[src/rtl/sdclk_divider.sv]
module sdclk_divider #(
  parameter int PW = 8,
  parameter int DW = 4
) (
  input  logic          clk_i,
  input  logic          rst_ni,
  input  logic [PW-1:0] pre_code_i,
  input  logic [DW-1:0] div_code_i,
  input  logic          ddr_i,
  input  logic          clk_en_i,
  output logic          card_clk_o,
  output logic          stable_o
);
  localparam int NW = PW + DW + 2;

  logic [PW-1:0] code_ok;
  logic [PW:0]   pscale;
  logic [NW-1:0] n_req, n_act, cnt, cnt_nxt, hi;
  logic          run, out_q, stable_q, gate_n, last;

  assign code_ok = $onehot(pre_code_i) ? pre_code_i : PW'(1);
  assign pscale  = ddr_i ? {1'b0, code_ok} : {code_ok, 1'b0};
  assign n_req   = NW'(pscale) * NW'({1'b0, div_code_i} + (DW+1)'(1));
  assign hi      = n_act >> 1;
  assign last    = (cnt == n_act - NW'(1));
  assign cnt_nxt = last ? '0 : cnt + NW'(1);

  always_ff @(posedge clk_i or negedge rst_ni) begin
    if (!rst_ni) begin
      run      <= 1'b0;
      cnt      <= '0;
      out_q    <= 1'b0;
      stable_q <= 1'b0;
      n_act    <= NW'(2);
    end else if (!run) begin
      cnt      <= '0;
      stable_q <= 1'b0;
      n_act    <= n_req;
      run      <= clk_en_i;
      out_q    <= clk_en_i && (n_req != NW'(1));
    end else if (!clk_en_i && last) begin
      run      <= 1'b0;
      cnt      <= '0;
      out_q    <= 1'b0;
      stable_q <= 1'b0;
    end else begin
      cnt   <= cnt_nxt;
      out_q <= (cnt_nxt < hi);
      if (last) stable_q <= 1'b1;
    end
  end

  always_ff @(negedge clk_i or negedge rst_ni) begin
    if (!rst_ni) gate_n <= 1'b0;
    else         gate_n <= run && (n_act == NW'(1));
  end

  assign card_clk_o = (clk_i & gate_n) | out_q;
  assign stable_o   = stable_q;

  a_r7_cfg_hold: assert property (@(posedge clk_i) disable iff (!rst_ni)
    run && $past(run) |-> $stable(n_act));
  a_r8_stop_low: assert property (@(posedge clk_i) disable iff (!rst_ni)
    $fell(run) |-> !out_q);
  a_r9_stable_off: assert property (@(posedge clk_i) disable iff (!rst_ni)
    !run |=> !stable_q);
  a_r5_cnt_range: assert property (@(posedge clk_i) disable iff (!rst_ni)
    run |-> cnt < n_act);
  a_r6_gate_excl: assert property (@(posedge clk_i) disable iff (!rst_ni)
    gate_n |-> !out_q);
endmodule

[config.mk]
export PLATFORM = sky130hd
export DESIGN_NAME = sdclk_divider
export DESIGN_NICKNAME = d
export VERILOG_FILES = /design/src/rtl/sdclk_divider.sv
export SDC_FILE = /design/constraint.sdc
export NUM_CORES = 1
export LEC_CHECK = 0
export CORE_MARGIN = 1.5
export CORE_UTILIZATION = 30
export CTS_CLUSTER_SIZE = 40
export DETAILED_ROUTE_END_ITERATION = 7
export PLACE_DENSITY_LB_ADDON = 0.3
export SLEW_MARGIN = 20
export SYNTH_ARGS = -nofsm -noshare
export SYNTH_HDL_FRONTEND = slang
export SYNTH_SLANG_ARGS = --single-unit
[constraint.sdc]
create_clock -name clk_i -period 6.15 [get_ports clk_i]
set_clock_uncertainty 0.1 [all_clocks]
set_input_delay 1.23 -clock clk_i [delete_from_list [all_inputs] [get_ports clk_i]]
set_output_delay 1.23 -clock clk_i [all_outputs]
set_load 0.01 [all_outputs]
**Word-level counts from Yosys, hierarchy flattened**

Cells that the tools add are included.

- Bits in registers: 32
- Bits in latches: 0
- RAM bits: 0
- Memory bits (read-only): 0
- Bits of input ports: 16
- Output and inout port bits: 2
- Logic and storage cells: 41
- Memories: 0

- Add/sub/neg operators: 10
- $mul: 1
- Divide/modulo/power cells: 0
- Order comparisons: 1
- Equality and inequality tests: 5
- Shift-type cells: 0
- Muxes and demuxes: 12
- Bitwise logic cells: 2
- Reductions and logical operators: 4

Operators with widths:

| kind | count |
|---|---|
| two-way mux 14 bit | 3 |
| adder 14 x 1 -> 14 bit (second input constant) | 1 |
| equality test 14 x 1 -> 1 bit (second input constant) | 1 |
| equality test 14 bit | 1 |
| less-than comparator 14 x 13 -> 1 bit | 1 |
| multiplier 9 x 5 -> 14 bit | 1 |
| != test 14 x 1 -> 1 bit (second input constant) | 1 |
| subtractor 14 x 1 -> 14 bit (second input constant) | 1 |
| two-way mux 9 bit | 1 |
| adder 1 x 1 -> 2 bit | 4 |
| two-way mux 8 bit | 1 |
| two-way mux 1 bit | 7 |
| adder 2 x 2 -> 3 bit | 2 |
| adder 4 x 1 -> 5 bit (second input constant) | 1 |
| adder 3 x 3 -> 4 bit | 1 |
| equality test 4 x 1 -> 1 bit (second input constant) | 1 |
| logical AND 1 bit | 3 |
| != test 3 x 1 -> 1 bit (second input constant) | 1 |
| bitwise AND 1 bit | 1 |
| zero test 1 bit | 1 |
| bitwise OR 1 bit | 1 |

**Logic depth before layout (Yosys ltp)**

- Depth in word-level cells: 10
- Mapped depth: 29
- Gate-level depth less buffers: 29

==> summary.md <==
| Metric | Value |
|---|---|
| Outcome | finished with violations |
| Failing checks | negative setup slack |
| Synth async-reset ratio | 100% |
| Overall power | 1.13 mW |
| DRC violations left | 0 |
| CP Class | in2reg |
| Pint | 733 µW |
| Slew HR | 62.3% |
| Worst VDD drop | 110 µV |
| Hold slack final | 446 ps |
| Fin. max-slew vios | 0 |
| Sw Share | 35.1% |
| Post-route cell area | 5260 µm² |
| Die Ht | 116 µm |
| Hold Violations, Final | 0 |
| Non-Filler Instances | 709 |
| Synthesis-to-finish area growth | 36.2% |
| Fin util | 41.8% |
| CP endpoint kind | register |
| Drt initial violations | 122 |
| DRT antenna net count | 0 |
| Worst Hold Class | reg2reg |
| Fmax | 136 MHz |
| Commonest non-fill, non-tap cell in the layout | buf_4 |
| Synthesized area | 3860 µm² |
| Number of flops mapped to enable cells by yosys | 0 |
| Final nets | 618 |
| Placed insts | 687 |
| Global-route wire length before repair | 16200 µm |
| Clock transition at path regs | 60 ps |
| Syn_area_per_cell | 8.43 µm² |
| Comb pwr share | 46.1% |
| Setup WS post-layout | -1220 ps |
| Seq pwr share | 22.9% |
| CTS tree | done |
| Initial antenna violation count | 0 |
| Arrival @ worst endpoint | 7510 ps |
| Crit path time final | 7370 ps |
| Std-Cell Rows | 41 |
| I/O Buffers | 17 |
| Main synth FF type | dfrtp_1 |
| Unrepaired setup endpoints after global routing | true |
| Share of cells above drive strength 1 | 30.4% |
| Die area | 13600 µm² |
| I/O pin count | 18 |
| Power per cell area | 215 nW/µm² |
| Register area share after synthesis | 20.8% |
| Placeable Area | 12600 µm² |
| Worst Path Required | 6300 ps |
| Critical Path Fanout Max | 6 |
| Total track usage | 14.9% |
| Via count | 3406 |
| Skew-Pair Late Insertion Delay | 390 ps |
| Vias in the first global route | 3553 |
| Pin count of the biggest net entering global routing | 38 |
| DP Area | 4730 µm² |
| Worst-margin pin slew | 549 ps |
| Setup TNS | -8790 ps |
| Yosys reg bits | 32 |
| Syn. warnings | 0 |
| Yosys cell types | 42 |
| Initial core utilization | 30.7% |
| Wirelength per Cell | 13.0 µm |
| DR pass1 iterations | 4 |
| Most frequent cells in the layout | buf_4 (59), inv_1 (47), nor2_1 (45) |
| Max cap viols | 0 |
| # diodes | 0 |
| RePlAce Congestion | 0.852 |
| Clock Power Share | 31.0% |
| Die X-Extent | 116 µm |
| Hold_buf cts | 0 |
| Vias per cell | 4.80 |
| Syn Inst Count | 458 |
| P_sw | 396 µW |
| Leak pwr | 2.49 nW |
| Net Count, Synth | 540 |
| DP Worst Slack | -2270 ps |
| Total Routed Length | 9210 µm |
| # setup viols final | 12 |
| Crit start category | input port |
| Hpwl dp | 7330 µm |
| Remaining Overflow, GRT | 0 |
| Final worst-path cycle share | 120% |
[worst paths after layout]
| kind | start | to | slack, ps | depth (start not counted) |
|---|---|---|---|---|
| min in group asynchronous | rst_ni | cnt[7] | 1260 | 2 |
| worst max-delay path | pre_code_i[3] | out_q | -1220 | 28 |
| worst min-delay path | stable_o | stable_o | 450 | 2 |
| worst max register to register | n_act[4] | gate_n | 1550 | 3 |
| max in group asynchronous | rst_ni | gate_n | 1920 | 1 |
| worst min register to register | stable_o | stable_o | 450 | 2 |
[synth_stat cells (2+ instances only)]
master / number / area, µm²
and3_1: 9 / 56.3
or2_2: 9 / 56.3
ha_1: 41 / 513
nand2b_1: 4 / 25.0
mux2i_1: 3 / 30.0
xnor2_1: 19 / 166
a21o_1: 8 / 60.1
nor2_1: 55 / 206
a221oi_1: 3 / 26.3
mux2_2: 9 / 101
or3_1: 5 / 31.3
nand2_1: 34 / 128
o21ai_0: 19 / 95.1
nand3_1: 14 / 70.1
inv_1: 55 / 206
o21a_1: 2 / 15.0
clkbuf_1: 10 / 37.5
and2_1: 12 / 75.1
nor2b_1: 6 / 37.5
dfrtp_1: 30 / 751
o211ai_1: 4 / 30.0
a31oi_1: 5 / 31.3
nor3_1: 11 / 55.1
a21oi_1: 19 / 95.1
nand4_1: 6 / 37.5
fa_1: 25 / 500
nor4_4: 3 / 63.8
o31ai_1: 2 / 15.0
o2111ai_1: 2 / 17.5
xor2_1: 19 / 166
nor4_1: 4 / 25.0
[power by group through the flow]
| stage | registers (mW) | clock network, mW | logic, mW |
|---|---|---|---|
| CTS | 0.258 | 0.358 | 0.519 |
| global route | 0.261 | 0.369 | 0.582 |
| finish | 0.258 | 0.350 | 0.521 |
[registers in the layout, indices dropped and copies added, names as in the netlist]
register / cells
run: 1
stable_o: 1
n_act: 14
out_q: 1
gate_n: 1
cnt: 14
[kinds of logic after synthesis]
logic type               after synthesis  synth area share [%]
AND/OR/NAND/NOR                      174                  23.0
multiplexers                          12                  3.40
XOR/XNOR                              38                  8.63
AO/OA/AOI/OAI                         70                  11.3
buffers and inverters                 66                  6.61
adder cells (fa/ha/maj)               66                  26.3
flip-flops                            32                  20.8
[metal layers]
| metal | up-vias | track usage [%] | wire (µm) |
|---|---|---|---|
| met5 | - | 0 | 0 |
| met4 | 0 | 4.47 | 114 |
| met3 | 10 | 1.45 | 248 |
| met2 | 47 | 25.5 | 4600 |
| met1 | 1656 | 19.9 | 4240 |
| li1 | 1693 | - | - |
[final cells by class]
cell class | instances | area [µm²]
fill | 1258 | 7310
clock inverter | 2 | 15.0
tap | 172 | 215
sequential | 32 | 802
inverter | 55 | 214
clock buffer | 10 | 224
multi-input combinational | 360 | 3140
timing repair buffer | 78 | 644
[critical path, cell delays in order]
cell and delay (ps):
buf_8 90, inv_8 30, fa_1 490, fa_1 550, fa_1 420, inv_1 70
ha_2 180, inv_2 40, fa_2 360, nor2b_4 150, a21oi_4 150, nor2_4 70
a21oi_2 140, a31oi_2 60, or2_4 260, fa_1 570, fa_1 440, fa_1 530
inv_2 50, ha_4 220, a21o_1 210, a21oi_2 160, xor2_1 200, nand3_1 110
nor4_2 200, nand4_1 160, nor4_2 280, o32ai_1 100
[timing repair]
| action | in CTS | in global routing |
|---|---|---|
| setup buffers | 18 | 2 |
| pin swaps | 32 | 18 |
| endpoints found under the setup margin | 12 | 12 |
| endpoints found under the hold margin | 0 | 0 |
| gates resized for setup | 47 | 18 |
(Power assumes the default switching activity.)
